==> config.mk <==
export PLATFORM = sky130hd
export DESIGN_NAME = int_alu_unit
export DESIGN_NICKNAME = d
export VERILOG_FILES = /design/src/rtl/alu_pkg.sv /design/src/rtl/alu_addsub.sv /design/src/rtl/alu_shift.sv /design/src/rtl/alu_cmp.sv /design/src/rtl/alu_div.sv /design/src/rtl/int_alu_unit.sv
export SDC_FILE = /design/constraint.sdc
export NUM_CORES = 2
export LEC_CHECK = 0
export BUFFER_PORTS_ARGS = -buffer_cell sky130_fd_sc_hd__buf_2
export CELL_PAD_IN_SITES_DETAIL_PLACEMENT = 1
export CELL_PAD_IN_SITES_GLOBAL_PLACEMENT = 1
export CORE_ASPECT_RATIO = 0.7
export CORE_UTILIZATION = 43
export CTS_CLUSTER_DIAMETER = 60
export DETAILED_ROUTE_END_ITERATION = 8
export GPL_ROUTABILITY_DRIVEN = 0
export PLACE_DENSITY = 0.77
export SETUP_SLACK_MARGIN = 0.05
export SYNTH_ARGS = -nofsm -noshare
export SYNTH_HDL_FRONTEND = slang
export SYNTH_SLANG_ARGS = --single-unit
==> constraint.sdc <==
create_clock -name clk -period 120 [get_ports clk]
set_clock_uncertainty 0.05 [all_clocks]
set_input_delay 6 -clock clk [delete_from_list [all_inputs] [get_ports clk]]
set_output_delay 6 -clock clk [all_outputs]
set_load 0.02 [all_outputs]
==> src/rtl/alu_pkg.sv <==
// Shared operation encoding for the integer execution unit.
// Assumes the code space is 5 bits; codes above OP_SFLES are undefined.
package alu_pkg;

    typedef enum logic [4:0] {
        OP_ADD   = 5'd0,
        OP_ADDC  = 5'd1,
        OP_SUB   = 5'd2,
        OP_AND   = 5'd3,
        OP_OR    = 5'd4,
        OP_XOR   = 5'd5,
        OP_MUL   = 5'd6,
        OP_DIV   = 5'd7,
        OP_DIVU  = 5'd8,
        OP_SLL   = 5'd9,
        OP_SRL   = 5'd10,
        OP_SRA   = 5'd11,
        OP_MOVHI = 5'd12,
        OP_EXTBS = 5'd13,
        OP_EXTBZ = 5'd14,
        OP_EXTHS = 5'd15,
        OP_EXTHZ = 5'd16,
        OP_CMOV  = 5'd17,
        OP_FF1   = 5'd18,
        OP_SFEQ  = 5'd19,
        OP_SFNE  = 5'd20,
        OP_SFGTU = 5'd21,
        OP_SFGEU = 5'd22,
        OP_SFLTU = 5'd23,
        OP_SFLEU = 5'd24,
        OP_SFGTS = 5'd25,
        OP_SFGES = 5'd26,
        OP_SFLTS = 5'd27,
        OP_SFLES = 5'd28
    } alu_op_e;

    // True for the ten flag-writing compare codes.
    function automatic logic op_is_compare(input logic [4:0] code);
        return (code >= OP_SFEQ) && (code <= OP_SFLES);
    endfunction

    // True for codes that have a defined meaning.
    function automatic logic op_is_known(input logic [4:0] code);
        return code <= OP_SFLES;
    endfunction

endpackage

==> src/rtl/alu_addsub.sv <==
// Adder and subtractor for the execution unit.
// Computes a+b+cin, or a-b when sub_sel is high. It flags a carry when
// the sum is unsigned-below operand a, and a signed overflow when the
// operands share a sign the sum does not have.
// Assumes the caller ignores carry_out when subtracting.
module alu_addsub #(
    parameter int W = 32
) (
    input  logic [W-1:0] a,
    input  logic [W-1:0] b,
    input  logic         cin,
    input  logic         sub_sel,
    output logic [W-1:0] sum,
    output logic         carry_out,
    output logic         ovf_out
);

    logic [W-1:0] b_eff;
    logic         c_eff;

    // Invert the second operand and force the carry in for subtraction.
    always_comb begin
        b_eff = sub_sel ? ~b : b;
        c_eff = sub_sel ? 1'b1 : cin;
    end

    // Sum, carry by the below-operand test, and signed overflow.
    always_comb begin
        sum       = a + b_eff + {{(W-1){1'b0}}, c_eff};
        carry_out = (sum < a);
        ovf_out   = (a[W-1] == b_eff[W-1]) && (sum[W-1] != a[W-1]);
    end

endmodule

==> src/rtl/alu_shift.sv <==
// Barrel shifter built as log2(W) right-shift stages.
// A left shift is done by reversing the bits before and after the stages.
// Assumes arith is only raised for a right shift.
module alu_shift #(
    parameter int W  = 32,
    parameter int SW = $clog2(W)
) (
    input  logic [W-1:0]  a,
    input  logic [SW-1:0] amt,
    input  logic          dir_left,
    input  logic          arith,
    output logic [W-1:0]  y
);

    logic [W-1:0] rev_in;
    logic [W-1:0] rev_out;
    logic [W-1:0] stage [0:SW];
    logic         fill;

    // Bit reversal of the input and of the last stage.
    for (genvar i = 0; i < W; i++) begin : g_rev
        assign rev_in[i]  = a[W-1-i];
        assign rev_out[i] = stage[SW][W-1-i];
    end

    assign fill     = arith & a[W-1];
    assign stage[0] = dir_left ? rev_in : a;

    // One stage per amount bit, each shifting by a power of two.
    for (genvar s = 0; s < SW; s++) begin : g_stage
        localparam int STEP = 1 << s;
        assign stage[s+1] = amt[s] ? {{STEP{fill}}, stage[s][W-1:STEP]} : stage[s];
    end

    assign y = dir_left ? rev_out : stage[SW];

endmodule

==> src/rtl/alu_cmp.sv <==
// Compare unit: evaluates one of ten equality or ordering predicates.
// Assumes op carries a compare code; any other code gives 0.
module alu_cmp
    import alu_pkg::*;
#(
    parameter int W = 32
) (
    input  logic [W-1:0] a,
    input  logic [W-1:0] b,
    input  alu_op_e      op,
    output logic         hit
);

    // Select the predicate named by the operation code.
    always_comb begin
        case (op)
            OP_SFEQ:  hit = (a == b);
            OP_SFNE:  hit = (a != b);
            OP_SFGTU: hit = (a >  b);
            OP_SFGEU: hit = (a >= b);
            OP_SFLTU: hit = (a <  b);
            OP_SFLEU: hit = (a <= b);
            OP_SFGTS: hit = ($signed(a) >  $signed(b));
            OP_SFGES: hit = ($signed(a) >= $signed(b));
            OP_SFLTS: hit = ($signed(a) <  $signed(b));
            OP_SFLES: hit = ($signed(a) <= $signed(b));
            default:  hit = 1'b0;
        endcase
    end

endmodule

==> src/rtl/alu_div.sv <==
// Single-cycle divider shared by the signed and unsigned forms.
// Signed operands are reduced to magnitudes, divided unsigned, and the
// quotient is negated when the signs differ, which truncates toward zero.
// Assumes the caller discards quo when div_zero is high.
module alu_div #(
    parameter int W = 32
) (
    input  logic [W-1:0] a,
    input  logic [W-1:0] b,
    input  logic         signed_mode,
    output logic [W-1:0] quo,
    output logic         div_zero
);

    logic [W-1:0] mag_a;
    logic [W-1:0] mag_b;
    logic [W-1:0] safe_b;
    logic [W-1:0] q_mag;
    logic         neg_q;

    // Magnitudes of the operands and the sign of the quotient.
    always_comb begin
        mag_a  = (signed_mode && a[W-1]) ? (~a + 1'b1) : a;
        mag_b  = (signed_mode && b[W-1]) ? (~b + 1'b1) : b;
        neg_q  = signed_mode && (a[W-1] ^ b[W-1]);
        div_zero = (b == '0);
        safe_b = div_zero ? {{(W-1){1'b0}}, 1'b1} : mag_b;
    end

    // Unsigned divide, then restore the sign.
    always_comb begin
        q_mag = mag_a / safe_b;
        quo   = neg_q ? (~q_mag + 1'b1) : q_mag;
    end

endmodule

==> src/rtl/int_alu_unit.sv <==
// Integer execution unit with a registered carry/flag/overflow word.
// Decodes the operation, selects the result from the arithmetic, shift,
// divide and compare sub-units, and raises a strobe for illegal
// operations. The status word updates only for accepted operations.
// Assumes W is a power of two and at least 16.
module int_alu_unit
    import alu_pkg::*;
#(
    parameter int W             = 32,
    parameter bit ARITH_FLAG_EN = 1'b1
) (
    input  logic         clk,
    input  logic         rst_n,
    input  logic         op_valid,
    input  logic [4:0]   op_code,
    input  logic [W-1:0] opnd_a,
    input  logic [W-1:0] opnd_b,
    output logic [W-1:0] result,
    output logic         result_we,
    output logic         illegal_exc,
    output logic         carry_q,
    output logic         flag_q,
    output logic         ovf_q
);

    localparam int SW = $clog2(W);
    localparam int HW = W / 2;

    alu_op_e      op;
    logic         is_cmp;
    logic         is_known;
    logic         is_div;
    logic [W-1:0] as_sum;
    logic         as_carry;
    logic         as_ovf;
    logic [W-1:0] sh_y;
    logic [W-1:0] dv_quo;
    logic         dv_zero;
    logic         cmp_hit;
    logic [SW:0]  ff_idx;
    logic [W-1:0] and_y;
    logic         accept;

    assign op = alu_op_e'(op_code);

    // Classify the operation code.
    always_comb begin
        is_cmp   = op_is_compare(op_code);
        is_known = op_is_known(op_code);
        is_div   = (op == OP_DIV) || (op == OP_DIVU);
    end

    alu_addsub #(.W(W)) u_addsub (
        .a         (opnd_a),
        .b         (opnd_b),
        .cin       ((op == OP_ADDC) ? carry_q : 1'b0),
        .sub_sel   (op == OP_SUB),
        .sum       (as_sum),
        .carry_out (as_carry),
        .ovf_out   (as_ovf)
    );

    alu_shift #(.W(W), .SW(SW)) u_shift (
        .a        (opnd_a),
        .amt      (opnd_b[SW-1:0]),
        .dir_left (op == OP_SLL),
        .arith    (op == OP_SRA),
        .y        (sh_y)
    );

    alu_div #(.W(W)) u_div (
        .a           (opnd_a),
        .b           (opnd_b),
        .signed_mode (op == OP_DIV),
        .quo         (dv_quo),
        .div_zero    (dv_zero)
    );

    alu_cmp #(.W(W)) u_cmp (
        .a   (opnd_a),
        .b   (opnd_b),
        .op  (op),
        .hit (cmp_hit)
    );

    // Position of the lowest set bit, counted from 1.
    always_comb begin
        ff_idx = '0;
        for (int i = W - 1; i >= 0; i--) begin
            if (opnd_a[i]) ff_idx = (SW + 1)'(i + 1);
        end
    end

    assign and_y = opnd_a & opnd_b;

    // Write enable and exception strobe.
    always_comb begin
        illegal_exc = op_valid && (!is_known || (is_div && dv_zero));
        result_we   = op_valid && is_known && !is_cmp && !(is_div && dv_zero);
        accept      = op_valid && !illegal_exc;
    end

    // Result selection.
    always_comb begin
        case (op)
            OP_ADD, OP_ADDC, OP_SUB: result = as_sum;
            OP_AND:   result = and_y;
            OP_OR:    result = opnd_a | opnd_b;
            OP_XOR:   result = opnd_a ^ opnd_b;
            OP_MUL:   result = opnd_a * opnd_b;
            OP_DIV, OP_DIVU: result = dv_quo;
            OP_SLL, OP_SRL, OP_SRA: result = sh_y;
            OP_MOVHI: result = {opnd_b[HW-1:0], {HW{1'b0}}};
            OP_EXTBS: result = {{(W-8){opnd_a[7]}}, opnd_a[7:0]};
            OP_EXTBZ: result = {{(W-8){1'b0}}, opnd_a[7:0]};
            OP_EXTHS: result = {{(W-16){opnd_a[15]}}, opnd_a[15:0]};
            OP_EXTHZ: result = {{(W-16){1'b0}}, opnd_a[15:0]};
            OP_CMOV:  result = flag_q ? opnd_a : opnd_b;
            OP_FF1:   result = {{(W-SW-1){1'b0}}, ff_idx};
            default:  result = '0;
        endcase
    end

    // Status word: each accepted operation updates only the bits it owns.
    always_ff @(posedge clk) begin
        if (!rst_n) begin
            carry_q <= 1'b0;
            flag_q  <= 1'b0;
            ovf_q   <= 1'b0;
        end else if (accept) begin
            case (op)
                OP_ADD, OP_ADDC: begin
                    carry_q <= as_carry;
                    ovf_q   <= as_ovf;
                    if (ARITH_FLAG_EN) flag_q <= (as_sum == '0);
                end
                OP_SUB: ovf_q <= as_ovf;
                OP_AND: if (ARITH_FLAG_EN) flag_q <= (and_y == '0);
                default: if (is_cmp) flag_q <= cmp_hit;
            endcase
        end
    end

    // a zero divisor traps and suppresses the write.
    p_div_zero_trap_r8: assert property (@(posedge clk) disable iff (!rst_n)
        (op_valid && (op_code == 5'd7 || op_code == 5'd8) && opnd_b == '0)
        |-> (illegal_exc && !result_we));

    // a trapped operation leaves the status word untouched.
    p_trap_status_hold_r8: assert property (@(posedge clk) disable iff (!rst_n)
        illegal_exc |=> ($stable(carry_q) && $stable(flag_q) && $stable(ovf_q)));

    // compares never request a result write.
    p_cmp_no_write_r9: assert property (@(posedge clk) disable iff (!rst_n)
        (op_valid && op_code >= 5'd19 && op_code <= 5'd28) |-> (!result_we && !illegal_exc));

    // only the two add forms may move the carry bit.
    p_carry_owner_r3: assert property (@(posedge clk) disable iff (!rst_n)
        (op_valid && op_code != 5'd0 && op_code != 5'd1) |=> $stable(carry_q));

    // idle cycles hold the status word and assert no strobe.
    p_idle_hold_r14: assert property (@(posedge clk) disable iff (!rst_n)
        !op_valid |-> (!result_we && !illegal_exc));
    p_idle_status_r14: assert property (@(posedge clk) disable iff (!rst_n)
        !op_valid |=> ($stable(carry_q) && $stable(flag_q) && $stable(ovf_q)));

endmodule

---- Yosys cells after proc, flatten, opt, wreduce, memory -nomap -nowiden ----
Cells that the tools add are included.
storage, ports and cells
  register bits after elaboration ......... 3
  input bits .............................. 72
  word-level logic and storage cells ...... 142
cells by class
  $add $sub $neg .......................... 5
  multipliers ............................. 1
  divide/modulo/power cells ............... 1
  $lt $le $gt $ge ......................... 11
  equal/unequal tests ..................... 32
  multiplexer cells ....................... 51
  bitwise operators ....................... 9
  reduce and logical (&&, ||, !) cells .... 29
operator list
  cell                                                                   number
  32-bit case mux with 14 select lines                                   1
  32-bit two-way mux                                                     13
  6-bit two-way mux                                                      32
  32-bit by 1-bit adder with 32-bit output, second input constant        3
  32-bit zero test                                                       3
  32-bit less-than comparator                                            3
  32-bit NOT                                                             3
  5-bit equality test, second input constant                             13
  32-bit greater-or-equal comparator                                     2
  32-bit > comparator                                                    2
  32-bit less-or-equal comparator                                        2
  5-bit by 4-bit equality test with 1-bit output, second input constant  8
  32-bit by 1-bit adder with 32-bit output                               1
  32-bit adder                                                           1
  32-bit bitwise AND                                                     1
  32-bit by 32-bit divider with 32-bit output                            1
  32-bit equality test                                                   1
  32-bit by 32-bit multiplier with 32-bit output                         1
  32-bit != test                                                         1
  32-bit OR                                                              1
  32-bit XOR                                                             1
  5-bit by 3-bit equality test with 1-bit output, second input constant  4
  1-bit logical AND                                                      11
  5-bit by 2-bit equality test with 1-bit output, second input constant  2
  other kinds (19)                                                       28

---- Longest topological paths before layout ----
  word-level depth ........................ 33
  gate-level depth with buffers ........... 387

---- By module ----
Synthesis repeated with hierarchy kept, for this count alone.
unflattened totals
  cells, all modules ...................... 8020
  area, all modules ....................... 57978.1 um^2
by module, submodules not included
  module        times used  cells each  area an instance (um^2)  seq. area each (um^2)
  alu_div       1           4662        31567.8                  0.0
  int_alu_unit  1           2401        19107.1                  60.1
  alu_shift     1           428         3435.8                   0.0
  alu_addsub    1           384         2816.5                   0.0
  alu_cmp       1           145         1051.0                   0.0

---- Worst setup path after synthesis ----
OpenSTA, ideal clock, no wires.
  kind .................................... input to output
  start ................................... input port opnd_b[1]
  end ..................................... output port result[25]
  arrival ................................. 83.773 ns
  slack ................................... 30.177 ns
  stages .................................. 344
  buffers on the path ..................... 46
  cell sequence ........................... clkbuf_1 > inv_2 > buf_1 > clkbuf_1 > ha_1 > buf_2 > nor4b_2 > nand4_1 > a221oi_1 > and2_1 > nand4_1 > or4_1 > buf_2 > or3_1 > mux2i_1 > ha_1 > or4b_2 > nand2_1 > (+308 left out) > clkbuf_1 > nand2_1 > o21ai_0 > ha_1 > a21o_1 > a21o_1 > a21o_1 > a21o_1 > a21o_1 > a21o_1 > a21o_1 > a21oi_1 > o31ai_1 > nor4b_1 > nor2b_1 > clkbuf_1 > nand4_1 > o311ai_0
on the way
  word-level cells in the longest chain between the ends .. 9
  elaborated cells on any way between the ends .. 19
  classes of those cells .................. 4 x add/sub; 1 x mul; 1 x div; 10 x mux; 2 x bitwise; 1 x reduce/logical
ends and longest elaborated chain
  what                                         RTL line                         RTL
  start, declared                              int_alu_unit.sv:17               input logic [W-1:0] opnd_b,
  32-bit NOT                                   alu_addsub.sv:23, alu_div.sv:24
  32-bit by 1-bit adder with 32-bit output     alu_div.sv:24                    mag_b = (signed_mode && b[W-1]) ? (~b + 1'b1) : b;
  32-bit two-way mux                           alu_div.sv:24
  32-bit two-way mux                           alu_div.sv:27                    safe_b = div_zero ? {{(W-1){1'b0}}, 1'b1} : mag_b;
  32-bit by 32-bit divider with 32-bit output  alu_div.sv:32                    q_mag = mag_a / safe_b;
  32-bit NOT                                   alu_div.sv:33                    quo = neg_q ? (~q_mag + 1'b1) : q_mag;
  32-bit by 1-bit adder with 32-bit output     alu_div.sv:33
  32-bit two-way mux                           alu_div.sv:33
  32-bit case mux with 14 select lines *       int_alu_unit.sv:105              case (op)
  end, declared                                int_alu_unit.sv:18               output logic [W-1:0] result,
Mark *: on every way between the ends. The rest lies on a longest branch, timed or not.

---- Worst setup path after layout ----
  start ................................... input port opnd_b[0]
  end ..................................... output port result[23]
Same word-level chain as after synthesis.

==> results.yml <==
power_and_ir_drop:
  p_sw_share_pct: 65.9
  switchingPower_uw: 1040
  p_per_area_nw_per_um2: 27.7
  internal-power_uw: 541
  combPwrFrac_pct: 99.6
  p_leak_uw: 0.0271
  p_clk_share_pct: 0.3
  sequentialPowerShare_pct: 0.1
  vdd_drop_max_uv: 101
clock_network:
  clock_sinks: 3
  cts_hold_buf: 0
  htree_levels: 1
  cts_buffers: 3
  cts_buffer_depth: 2
  post_cts_buffers: 0
  clk_latency_ps: 230
  cts_tree: "built"
  cts.clk_slew.worst_paths_ps: 30
  ctsResizeCount: 0
  cts_root_buf: "clkbuf_16"
floorplanning:
  dieArea_um2: 128000
  rows: 108
  start_util_pct: 43.6
  die_h_um: 299
  ioPinCount: 109
  coreArea_um2: 125000
  die_width_um: 427
routing:
  dr.pass1.iters: 9
  vias_per_cell: 6.86
  drt_iter0_drc: 8203
  antenna_left: 0
  vias: 63100
  routed_wl_um: 282000
  wl_per_cell_um: 30.7
  route.detailed.drc: 12
cells_and_area:
  drive_gt1_share_pct: 6.77
  area_growth_pct: 5.39
  num-nets-final: 8818
  fin_util_pct: 45.9
  final_cell_area_um2: 57200
setup_path:
  r2r_cells: 24
  critPathTopFamily: "compound AO/OA/AOI/OAI gates"
  cp.buffers_inverters: 20
  cp-end-kind: "output port"
  critPathMaxStageDelay_ps: 1330
  path_class: "input pin to output port"
  critPathLaunchType: "input pin"
  path_common_cell: "ha_1"
  slowest_stage: "o311ai_0"
  arrival_ps: 105130
  worst-path-stages: 324
  critical_path_required_ps: 113950
  path_max_fanout: 43
global_route:
  grt_max_degree: 89
  grt-ovfl-total: 0
  track_usage_pct: 42.6
  grt_pass1_wl_um: 409000
  grt_pass1_vias: 61800
  grt_antenna_before_repair: 23
synthesis:
  netlist_area_um2: 54300
  synth_commonest_cells: "nand2_1, ha_1, nor2_1"
  avgSynthCellArea_um2: 7.16
  yosys_warnings: 0
  synth_nets: 8878
  synth_most_common_cell: "nand2_1"
  ys.flop_type: "dfxtp_1"
  ys_seq_area_share_pct: 0.111
  synth_top_area_share_pct: 18.7
  synth_edf_count: 0
  synth.area.top_cells: "ha_1, fa_1, nand2_1, xnor2_1, nor2_1"
  async_flop_share_pct: 0
  synth.largest_area_cell: "ha_1"
  synthCells: 7584
  ys_ff_latch: 3
  post_synth_num_cell_types: 107
timing:
  slew_headroom_pct: 6.97
  rsz0062_at_grt: "false"
  fin_ws_ps: 8820
  fmax_mhz: 8.99
  hold_viol: 0
  hold_ws_ps: 533
  drv_slew: 0
  period_needed_ps: 111180
  setup_viol: 0
  max_slew.worst_pin.slew_ps: 1380
  tns_ps: 0
  post-route-period-util_pct: 92.7
placed_design:
  placed_cell_area_um2: 57100
  pre_cts_ws_ps: 13230
  dpl.hpwl_um: 222000
  io_buffer_count: 108
outcome:
  violations: "DRC"
  outcome: "finished, violations left"
hold_path:
  holdPathStages: 2
  holdCritPathClass: "register to register"
job:
  cap_violations: 0
-- sequential cells by signal (all words and copies together) (netlist names) --
signal   cells
carry_q      1
flag_q       1
ovf_q        1
-- metrics by stage --
step	cells	power, uW
after floorplan	7584	932
after global placement	9168	1420
after CTS	9172	1500
after global routing	9179	1650
after detailed placement	9168	1480
final	9193	1580
-- layout make-up --
cell class	count	area [um2]
timing repair buffer	270	1750
multi-input combinational	6542	50600
tap	1650	2060
sequential	3	60.1
inverter	704	2640
clock buffer	4	78.8
fill	16000	67400
antenna	20	50.0
-- logic make-up after synthesis --
group                      Yosys count  synth area share (%)
and+or+nand+nor                   2615                  22.2
DFF                                  3                 0.111
muxes                              212                  4.26
AOI/OAI and AO/OA                 1943                  23.5
adders and majority gates         1222                  33.8
buffers and inverters             1039                  7.25
xor gates and xnor gates           550                  8.87
-- layout by cell type (no fill, tap or decap), types with 18 or more instances in the layout --
cell type / synthesis / final
a21o_1: 201 / 200
mux2_2: 72 / 72
or4_1: 25 / 25
nand3_1: 143 / 143
mux2i_1: 131 / 131
nand2_1: 956 / 955
o21ai_0: 357 / 357
a2111oi_0: 21 / 19
diode_2: 0 / 20
or2_2: 37 / 37
nor3_1: 192 / 187
o211ai_1: 76 / 76
fa_1: 410 / 410
inv_1: 684 / 684
a221oi_1: 41 / 39
a31oi_1: 89 / 88
o31a_1: 22 / 22
nor2b_1: 93 / 93
o31ai_1: 49 / 48
a211oi_1: 73 / 73
nor2_1: 723 / 715
buf_4: 1 / 161
o22ai_1: 37 / 37
and3_1: 53 / 53
nand4_1: 72 / 72
a31o_2: 18 / 18
a21oi_1: 514 / 512
xor2_1: 195 / 195
and2_1: 46 / 46
buf_2: 12 / 108
or3_1: 79 / 79
nor4_1: 59 / 55
a221o_1: 26 / 26
nand2b_1: 64 / 64
o21a_1: 151 / 151
o21bai_1: 47 / 47
xnor2_1: 355 / 342
ha_1: 812 / 812
-- power by group through the flow --
| stage | Clock (uW) | Sequential [uW] | Combinational [uW] |
|---|---|---|---|
| 3_3_place_gp | 0 | 1.09 | 1420 |
| 5_1_grt | 5.63 | 1.07 | 1640 |
| 3_5_place_dp | 0 | 1.09 | 1480 |
| 6_report | 5.48 | 1.08 | 1580 |
| 4_1_cts | 5.47 | 1.07 | 1490 |
| 2_1_floorplan | 0 | 1.12 | 931 |
-- path summary, 6_finish.rpt --
path	startpoint	end	slack, ps
worst max register to register	carry_q	carry_q	113480
worst min register to register	ovf_q	ovf_q	530
worst min-delay path	ovf_q	ovf_q	530
worst max-delay path	opnd_b[0]	result[23]	8820
-- layer usage --
layer  share of wire, %  wire (um)  up-vias  global-route usage (%)
li1                   -          -    26500                       -
met1                 40     114000    31000                    57.9
met2                 38     106000     4541                    57.4
met3                 16      44800     1019                    17.6
met4                5.9      16700       24                    19.9
met5               0.12        337        -                    1.30
-- worst reg2reg max path: stages (launching register included) --
cell and delay (ps):
dfxtp_1 410, a21oi_1 340, nor2_1 110, fa_1 440, a21o_1 210, a21oi_1 230
o21bai_1 100, a21oi_1 310, o21bai_1 190, a211oi_1 910, o31ai_1 400, o211ai_1 320
a21oi_1 120, o21a_1 190, o21ai_0 190, nand2b_1 80, a21oi_1 240, o21bai_1 100
a21oi_1 220, xnor2_1 150, ha_1 340, nand4_1 150, nor2_1 200, o211ai_1 130
a41o_1 280
Power figures use the tool's default switching activity.
